<file path="src/rtl/asram_ctl_pkg.sv">
package asram_ctl_pkg;

  typedef enum logic [2:0] {
    IDLE, RD_SETUP, RD_WAIT, RD_CAPTURE, BUS_TURN, WR_SETUP, WR_PULSE, WR_RECOVER
  } state_t;

  // strobes from control to datapath; ce/oe/we/drive/rvalid are registered,
  // load/capture are single-edge enables
  typedef struct packed {
    logic ce;
    logic oe;
    logic we;
    logic drive;
    logic rvalid;
    logic load;
    logic capture;
  } strobe_t;

  function automatic int maxInt(input int a, input int b);
    return (a > b) ? a : b;
  endfunction

  function automatic int ceilDiv(input int n, input int d);
    return (n + d - 1) / d;
  endfunction

  function automatic int ohzNs(input int g);
    return (g <= 55) ? 20 : (g <= 70) ? 25 : 30;
  endfunction

  function automatic int wpNs(input int g);
    return (g <= 55) ? 40 : (g <= 70) ? 50 : 60;
  endfunction

  function automatic int awNs(input int g);
    return (g <= 55) ? 40 : (g <= 70) ? 60 : 70;
  endfunction

  function automatic int dwNs(input int g);
    return (g <= 55) ? 25 : (g <= 70) ? 30 : 35;
  endfunction

  function automatic int rdCycles(input int g, input int c);
    return maxInt(1, ceilDiv(maxInt(g, 40), c));
  endfunction

  function automatic int wpCycles(input int g, input int c);
    return maxInt(1, ceilDiv(maxInt(wpNs(g), maxInt(awNs(g), dwNs(g))), c));
  endfunction

  function automatic int recCycles(input int g, input int c);
    return maxInt(1, ceilDiv(g, c) - 1 - wpCycles(g, c));
  endfunction

  function automatic int turnCycles(input int g, input int c);
    return maxInt(1, ceilDiv(ohzNs(g), c));
  endfunction

endpackage

</file>
<file path="src/rtl/asram_ctl_fsm.sv">
module asram_ctl_fsm
  import asram_ctl_pkg::*;
#(
  parameter int SPEED_NS = 55,
  parameter int CLK_NS   = 20
) (
  input  logic    clk,
  input  logic    rstN,
  input  logic    hostReq,
  input  logic    hostWrite,
  output logic    hostReady,
  output strobe_t ctl
);

  localparam int RD_CYC   = rdCycles(SPEED_NS, CLK_NS);
  localparam int WP_CYC   = wpCycles(SPEED_NS, CLK_NS);
  localparam int REC_CYC  = recCycles(SPEED_NS, CLK_NS);
  localparam int TURN_CYC = turnCycles(SPEED_NS, CLK_NS);
  localparam int CNT_MAX  = maxInt(maxInt(RD_CYC, WP_CYC), maxInt(REC_CYC, TURN_CYC));
  localparam int CNT_W    = $clog2(CNT_MAX + 1);

  state_t st, stNext;
  logic [CNT_W-1:0] waitCnt, turnLeft;
  strobe_t pinsQ, pinsNext;

  wire lastCycle = (waitCnt == CNT_W'(1));
  wire turnBusy  = (turnLeft > CNT_W'(1));

  always_comb begin
    stNext = st;
    unique case (st)
      IDLE:       if (hostReq) stNext = hostWrite ? (turnBusy ? BUS_TURN : WR_SETUP) : RD_SETUP;
      RD_SETUP:   stNext = RD_WAIT;
      RD_WAIT:    if (lastCycle) stNext = RD_CAPTURE;
      RD_CAPTURE: stNext = IDLE;
      BUS_TURN:   if (!turnBusy) stNext = WR_SETUP;
      WR_SETUP:   stNext = WR_PULSE;
      WR_PULSE:   if (lastCycle) stNext = WR_RECOVER;
      WR_RECOVER: if (lastCycle) stNext = IDLE;
      default:    stNext = IDLE;
    endcase
  end

  // pin levels for the state being entered, so pins come straight from flops
  always_comb begin
    pinsNext = '0;
    unique case (stNext)
      RD_WAIT:    begin pinsNext.ce = 1'b1; pinsNext.oe = 1'b1; end
      RD_CAPTURE: pinsNext.rvalid = 1'b1;
      WR_SETUP:   pinsNext.drive = 1'b1;
      WR_PULSE:   begin pinsNext.ce = 1'b1; pinsNext.we = 1'b1; pinsNext.drive = 1'b1; end
      WR_RECOVER: pinsNext.drive = 1'b1;
      default:    pinsNext = '0;
    endcase
  end

  always_ff @(posedge clk) begin
    if (!rstN) begin
      st       <= IDLE;
      waitCnt  <= '0;
      turnLeft <= '0;
      pinsQ    <= '0;
    end else begin
      st    <= stNext;
      pinsQ <= pinsNext;
      if (stNext != st) begin
        unique case (stNext)
          RD_WAIT:    waitCnt <= CNT_W'(RD_CYC);
          WR_PULSE:   waitCnt <= CNT_W'(WP_CYC);
          WR_RECOVER: waitCnt <= CNT_W'(REC_CYC);
          default:    waitCnt <= '0;
        endcase
      end else if (waitCnt != '0) begin
        waitCnt <= waitCnt - CNT_W'(1);
      end
      if (stNext == RD_CAPTURE) turnLeft <= CNT_W'(TURN_CYC);
      else if (turnLeft != '0)  turnLeft <= turnLeft - CNT_W'(1);
    end
  end

  assign hostReady = (st == IDLE);

  always_comb begin
    ctl         = pinsQ;
    ctl.load    = (st == IDLE) && hostReq;
    ctl.capture = (st == RD_WAIT) && lastCycle;
  end

endmodule

</file>
<file path="src/rtl/asram_ctl_dp.sv">
module asram_ctl_dp
  import asram_ctl_pkg::*;
#(
  parameter int ADDR_W = 18,
  parameter int DATA_W = 8
) (
  input  logic              clk,
  input  logic              rstN,
  input  strobe_t           ctl,
  input  logic [ADDR_W-1:0] hostAddr,
  input  logic [DATA_W-1:0] hostWdata,
  output logic [DATA_W-1:0] hostRdata,
  output logic              hostRvalid,
  output logic [ADDR_W-1:0] memAddr,
  output logic              memCe1N,
  output logic              memOeN,
  output logic              memWeN,
  output logic [DATA_W-1:0] memDqOut,
  output logic              memDqOe,
  input  logic [DATA_W-1:0] memDqIn
);

  logic [ADDR_W-1:0] addrQ;
  logic [DATA_W-1:0] wdataQ, rdataQ;

  always_ff @(posedge clk) begin
    if (!rstN) begin
      addrQ  <= '0;
      wdataQ <= '0;
      rdataQ <= '0;
    end else begin
      if (ctl.load) begin
        addrQ  <= hostAddr;
        wdataQ <= hostWdata;
      end
      if (ctl.capture) rdataQ <= memDqIn;
    end
  end

  assign memAddr    = addrQ;
  assign memDqOut   = wdataQ;
  assign memDqOe    = ctl.drive;
  assign memCe1N    = ~ctl.ce;
  assign memOeN     = ~ctl.oe;
  assign memWeN     = ~ctl.we;
  assign hostRdata  = rdataQ;
  assign hostRvalid = ctl.rvalid;

endmodule

</file>
<file path="src/rtl/asram_ctl.sv">
module asram_ctl
  import asram_ctl_pkg::*;
#(
  parameter int SPEED_NS = 55,
  parameter int CLK_NS   = 20,
  parameter int ADDR_W   = 18,
  parameter int DATA_W   = 8
) (
  input  logic              clk,
  input  logic              rstN,
  input  logic              hostReq,
  input  logic              hostWrite,
  input  logic [ADDR_W-1:0] hostAddr,
  input  logic [DATA_W-1:0] hostWdata,
  output logic              hostReady,
  output logic [DATA_W-1:0] hostRdata,
  output logic              hostRvalid,
  output logic [ADDR_W-1:0] memAddr,
  output logic              memCe1N,
  output logic              memCe2,
  output logic              memOeN,
  output logic              memWeN,
  output logic [DATA_W-1:0] memDqOut,
  output logic              memDqOe,
  input  logic [DATA_W-1:0] memDqIn
);

  strobe_t ctl;

  asram_ctl_fsm #(.SPEED_NS(SPEED_NS), .CLK_NS(CLK_NS)) i_fsm (
    .clk(clk), .rstN(rstN), .hostReq(hostReq), .hostWrite(hostWrite),
    .hostReady(hostReady), .ctl(ctl)
  );

  asram_ctl_dp #(.ADDR_W(ADDR_W), .DATA_W(DATA_W)) i_dp (
    .clk(clk), .rstN(rstN), .ctl(ctl), .hostAddr(hostAddr), .hostWdata(hostWdata),
    .hostRdata(hostRdata), .hostRvalid(hostRvalid), .memAddr(memAddr),
    .memCe1N(memCe1N), .memOeN(memOeN), .memWeN(memWeN), .memDqOut(memDqOut),
    .memDqOe(memDqOe), .memDqIn(memDqIn)
  );

  assign memCe2 = 1'b1;

endmodule

</file>
<file path="config.mk">
export PLATFORM = sky130hd
export DESIGN_NAME = asram_ctl
export DESIGN_NICKNAME = d
export VERILOG_FILES = /design/src/rtl/asram_ctl_pkg.sv /design/src/rtl/asram_ctl_fsm.sv /design/src/rtl/asram_ctl_dp.sv /design/src/rtl/asram_ctl.sv
export SDC_FILE = /design/constraint.sdc
export NUM_CORES = 1
export LEC_CHECK = 0
export BUFFER_PORTS_ARGS = -buffer_cell sky130_fd_sc_hd__buf_4
export CAP_MARGIN = 0
export CELL_PAD_IN_SITES_DETAIL_PLACEMENT = 1
export CELL_PAD_IN_SITES_GLOBAL_PLACEMENT = 1
export CORE_MARGIN = 1
export CORE_UTILIZATION = 31
export CTS_CLUSTER_SIZE = 10
export DETAILED_ROUTE_END_ITERATION = 10
export PLACE_DENSITY = 0.79
export SLEW_MARGIN = 0
export SYNTH_ARGS = -nofsm -noshare
export SYNTH_HDL_FRONTEND = slang
export SYNTH_SLANG_ARGS = --single-unit
</file>
<file path="constraint.sdc">
create_clock -name clk -period 1.4 [get_ports clk]
set_input_delay 0.21 -clock clk [delete_from_list [all_inputs] [get_ports clk]]
set_output_delay 0.21 -clock clk [all_outputs]
set_load 0.02 [all_outputs]
</file>
==> metrics, run 1 <==
run status finished, violations left; failing checks negative setup slack; Critical-path top delay cell dfxtp_2; area of the mapped netlist 0.001957 mm^2; largest net degree at the start of global routing 27; clk sink count 46; Worst-path clk slew 90 ps; count of cell types in the netlist 34; Final Cycle Share 102.9%; Synth Instances 226; Clock Latency Late Sink 300 ps; Max Root-Sink Buffers 2; post-layout minimum cycle time 1441 ps; multi-input logic area 948.4 um^2; Syn Nets 268; CTS Buf Count 5; total of max-cap violations 0; initial antenna violation count 0; CTS tree done; r2r startpoint i_fsm.waitCnt[1]; Fin. Hold Viols 0; Die Ht 81.45 um; critical path data arrival time 1670 ps; commonest cells after routing, fill and taps aside buf_4, nand2_1, dfxtp_1, a21boi_1, inv_1; Setup TNS -79.21 ps; Final WS setup -40.97 ps; total congestion overflow 0; Final Cell Area 0.002965 mm^2; post-detail-place hpwl 3.651 mm; drt pass-1 iters 4; Worst setup EP type flop; layout cells sized above 1 40.74%; first-pass GRT wire length 7.707 mm; total chip power 5113 uW; Critical Path RT 1630 ps; kind of critical path flop to flop; via count 1838; Area Growth Syn to Fin 51.53%; Final Net Count 365; setup violators final 2; Leak Pwr 0.001323 uW; CP startpoint i_fsm.waitCnt[1]; Pins Over Slew Limit 0; Syn Area/Cell 8.659 um^2; RSZ-0062 raised after global routing yes; Residual DRC 0; PwrDens 1724 mW/mm^2; Fill cells 721; crit-path max cell delay 340 ps; synthesis-stage register bit count 46; cts hold-fix bufs 0; DIE AREA 0.006634 mm^2; fmax 694.0 MHz; fin cells 399; I/O Buffers 77; most common cell after layout, fill and taps aside buf_4; Root Buffer clkbuf_8; Clock Skew 8.156 ps; Die W 81.45 um; Yosys Warn Count 0; H-tree depth 2; wire per inst 12.89 um; diode count 0; Post-Route WL 5.143 mm; core area 0.005991 mm^2; GPL Wtd Cong 0.7869; Top Ports 79; dpl cell area 0.002758 mm^2; CP Max Fanout 3; Hold Crit Class primary input to flop; part of the Yosys area used for sequential elements 47.06%; initial core utilization 32.66%; number of global-route vias before repair 1760; crit-path cells inv_2 -> ha_4 -> nand2b_4 -> a32o_1 -> a221oi_2 -> mux2i_1; Hold Path Origin hostAddr[4]; Via density 4.607; dpl cells 386; final antenna-violating net count 0; DRT iter0 DRCs 31; pre-CTS setup slack -56.92 ps; VDD IR max 679.9 uV; Critical Path Source Type flop; row cnt 28; GRT Overall Usage 15.14%; Sequential Area 927.1 um^2
## sequential cells by signal, indices dropped and copies added, names as in the netlist
name,cells
i_fsm.ctl,5
i_dp.memDqOut,8
i_fsm.turnLeft,2
i_fsm.st,3
i_fsm.waitCnt,2
i_dp.hostRdata,8
i_dp.memAddr,18
## cell families (layout without fill, tap and decap cells)
kind of cell | after synthesis | count (layout) | synth area share [%]
AND/OR/NAND/NOR | 95 | 95 | 21.55
flip-flops | 46 | 46 | 47.06
buffers and inverters | 26 | 124 | 6.905
adder cells (fa/ha/maj) | 4 | 4 | 2.558
AO/OA/AOI/OAI | 49 | 49 | 19.37
multiplexers | 2 | 2 | 1.023
XOR/XNOR | 3 | 3 | 1.343
other | 1 | 1 | 0.1916
## Yosys cell counts, drive strengths merged
master / number / share of area (%)
a21boi: 35 / 13
a221oi: 1 / 0.77
a311o: 1 / 0.51
a31oi: 2 / 0.64
a32o: 1 / 0.51
a32oi: 1 / 0.83
and2: 3 / 0.96
and3: 1 / 0.32
and4: 1 / 0.45
and4b: 1 / 0.51
buf: 9 / 3.6
clkbuf: 7 / 1.3
conb: 1 / 0.19
dfxtp: 46 / 47
ha: 4 / 2.6
inv: 10 / 1.9
mux2i: 2 / 1.0
nand2: 77 / 15
nand2b: 2 / 0.64
nand4: 1 / 0.64
nor2: 5 / 0.96
nor3: 1 / 0.83
nor3b: 1 / 0.38
nor4b: 1 / 0.77
o211a: 1 / 0.51
o21ai: 5 / 1.3
o21bai: 1 / 0.38
o311a: 1 / 0.51
or2: 1 / 0.32
xnor2: 1 / 0.45
xor2: 2 / 0.90
## stage by stage
step / utilization (%) / hold slack, ps
after global routing: 49.50 / 137.6
after detailed placement: 46.03 / 449.3
final: 49.50 / 150.5
after global placement: 46.03 / 441.9
after CTS: 48.06 / 142.8
after floorplan: - / 344.9
## final timing paths
path	endpoint	cells past startpoint	slack, ps
setup / recovery	i_fsm.waitCnt[0]	6	-40
hold / removal	i_dp.memAddr[4]	3	150
setup reg to reg	i_fsm.waitCnt[0]	6	-40
hold reg to reg	i_dp.hostRdata[3]	2	460
## area by class of cell
cell class / instances / area share, %
clock buffer: 6 / 2.785
inverter: 10 / 1.266
timing repair buffer: 106 / 29.11
tap: 75 / 3.165
multi-input combinational: 154 / 31.98
sequential: 46 / 31.27
clock inverter: 2 / 0.4219
## power by group
part	internal, uW	leakage [uW]	total, uW	switching, uW
combinational	1280	0.000899	2500	1220
clock	397	0.0000472	842	445
sequential	1580	0.000377	1770	189
total	3260	0.00132	5110	1850
## worst max-delay path, delay by kind of cell, from the launching register on
kind | cells | cell delay, ps
AO/OA/AOI/OAI | 2 | 490
adder cells (fa/ha/maj) | 1 | 150
buffers and inverters | 1 | 50
flip-flops | 1 | 340
multiplexers | 1 | 220
AND/OR/NAND/NOR | 1 | 140
## what timing repair did
item                                   4_1_cts  5_1_grt
resized for setup                            5       14
cloned                                       0        2
buffers inserted                             2        1
setup endpoints to repair                   18       11
pin swaps                                    3        6
endpoints found under the hold margin        0        0
## metal layers
layer | track usage, % | share of wire (%)
met1 | 17.66 | 44
met2 | 26.67 | 49
met3 | 4.111 | 5.6
met4 | 4.821 | 1.0
met5 | 0 | 0
No activity file was read; power rests on OpenSTA's default activity.
==> inputs of run 2 (changes only) <==
Settings changed: CELL_PAD_IN_SITES_DETAIL_PLACEMENT 1 to 2, CELL_PAD_IN_SITES_GLOBAL_PLACEMENT 1 to 2, CORE_UTILIZATION 31 to 24, MAX_ROUTING_LAYER from default to met4.
==> run 2 against run 1 <==
- the flow still finishes with violations (negative setup slack)
- clock skew down 1.9 ps
- first-iteration DRC count down 42%
- power down 0.17%
- via count up 1.1%
- hold slack better by 7.6 ps
- sequential share of layout area up 0.14 points
- cell count up 6.0%
- core utilization down 12 points
- wire length up 16%
- count of clock-buffer cells in the layout unchanged
==> metrics, run 2 (synthesized netlist as in run 1, its figures left out) <==
run status finished, violations left; failing checks negative setup slack; r2r startpoint i_fsm.waitCnt[1]; RSZ-0062 raised after global routing yes; DRT iter0 DRCs 18 (-42%); drt pass-1 iters 4 (unchanged); combinational share of power 49.2% (+0.3 points); Area Growth Syn to Fin 51.28%; core area 0.007807 mm^2 (+30%); Die Ht 92.30 um (+13%); Final WS setup -59.08 ps (-18.11 ps); VDD IR max 554.5 uV (-18%); Die W 92.30 um (+13%); kind of critical path flop to flop; commonest cells after routing, fill and taps aside buf_4, nand2_1, dfxtp_1, a21boi_1, inv_1; Post-Route WL 5.990 mm (+16%); Fill cells 873 (+21%); setup violators final 2 (unchanged); critical path data arrival time 1680 ps (about the same); initial core utilization 25.06% (-7.6 points); number of global-route vias before repair 2035 (+16%); row cnt 32 (+14%); total congestion overflow 0 (unchanged); Via density 4.395 (-4.6%); Sw Ratio 36.77% (+0.50 points); GPL Wtd Cong 0.7551 (-4.0%); Critical-path top delay cell dfxtp_2; total chip power 5105 uW (-0.17%); number of flip-flops in the largest register 18 (unchanged); Residual DRC 0 (unchanged); clk sink count 46 (unchanged); final antenna-violating net count 0 (unchanged); Cell Int Power 3228 uW (-0.95%); Top Ports 79 (unchanged); Leak Pwr 0.001312 uW (-0.86%); Max Root-Sink Buffers 2 (unchanged); CP startpoint i_fsm.waitCnt[1]; most common cell after layout, fill and taps aside buf_4; wire per inst 14.16 um (+9.9%); via count 1859 (+1.1%); I/O Buffers 77 (unchanged); Fin. Hold Viols 0 (unchanged); diode count 0 (unchanged); Clock Skew 6.248 ps (-1.908 ps); fmax 685.4 MHz (-1.2%); Clock Latency Late Sink 300 ps (about the same); PwrDens 1724 mW/mm^2 (about the same); initial antenna violation count 0 (unchanged); Critical Path Source Type flop; Worst-path clk slew 90 ps (about the same); pre-CTS setup slack -82.14 ps (-25.22 ps); crit-path max cell delay 350 ps (about the same); CTS tree done; cts hold-fix bufs 0 (unchanged); crit-path cells inv_2 -> ha_4 -> nand2b_4 -> a32o_1 -> a221oi_2 -> mux2i_1; Setup TNS -99.80 ps (-20.59 ps); DIE AREA 0.008518 mm^2 (+28%); sequential share of power 34.8% (+0.2 points); total of max-cap violations 0 (unchanged); Pins Over Slew Limit 0 (unchanged); Root Buffer clkbuf_8; CP Max Fanout 2 (-1); GRT Overall Usage 14.53% (-0.61 points); largest net degree at the start of global routing 27 (unchanged); Net Sw Power 1877 uW (+1.2%); Critical Path RT 1620 ps (about the same); CTS Buf Count 5 (unchanged); Worst setup EP type flop; Worst path top cell family by delay compound AO/OA/AOI/OAI gates; first-pass GRT wire length 9.466 mm (+23%); post-detail-place hpwl 4.205 mm (+15%); layout cells sized above 1 39.88% (-0.87 points); Final Cycle Share 104.2% (+1.3 points); post-layout minimum cycle time 1459 ps (+18.11 ps); Hold Crit Class primary input to flop; Hold Path Origin memDqIn[1]; Final Util 37.92% (-12 points); Final Net Count 364 (-0.27%); WP buf/inv 1 (unchanged); clock share of power 16.0% (-0.5 points); H-tree depth 2 (unchanged)
[run 2: cell types whose count changed in the layout (fill, tap and decap cells not counted), moves of 2 or more]
cell      before  now
dfxtp_2        2    4
a21boi_0       2    4
buf_6          2    0
dfxtp_1       43   41
[run 2: area by class of cell]
cell class,instances,area (um^2),share of cell area [%]
multi-input cells,154,932.1,31.49
repair buffers,105,850.8,28.74
well taps,102,127.6,4.311
flip-flops and latches,46,929.6,31.40
inverters,10,37.54,1.268
clock buffers,6,82.58,2.790
[run 2: worst paths after layout]
path,slack [ps],end,cells past startpoint
worst max register to register,-60,i_fsm.waitCnt[0],6
worst min register to register,460,i_dp.memAddr[4],2
worst min-delay path,160,i_dp.hostRdata[1],3
worst max-delay path,-60,i_fsm.waitCnt[0],6
[run 2: power by group through the flow]
| stage | clock network (uW) | registers, uW | logic, uW |
|---|---|---|---|
| 3_5_place_dp | 0 | 1800 | 2250 |
| 5_1_grt | 915 | 1810 | 2760 |
| 4_1_cts | 845 | 1770 | 2450 |
| 3_3_place_gp | 0 | 1790 | 2160 |
| 6_report | 819 | 1770 | 2510 |
| 2_1_floorplan | 0 | 1940 | 1190 |
[run 2: repair_timing]
item	4_1_cts	5_1_grt
gates resized for setup	9	6
pin swaps	5	7
gates cloned	1	1
endpoints found under the setup margin	29	24
setup buffers	5	1
[run 2: per-stage QoR]
stage	std cells	hold slack [ps]	area, um^2
2_1_floorplan	226	344.9	1978
3_5_place_dp	409	450.3	2761
6_report	423	158.0	2960
3_3_place_gp	409	441.8	2761
4_1_cts	421	152.3	2919
5_1_grt	423	148.0	2960
[run 2: routing by layer]
layer	track usage [%]	part of all wire (%)	vias to the layer above
li1	-	-	921
met1	15.61	41	887
met2	27.67	54	47
met3	2.874	3.8	4
met4	2.734	0.60	0
met5	-	0	-
[run 2: tightest hold or removal path: stages]
cell      delay (ps)
buf_4            110
nand2_1           40
a21boi_1          50
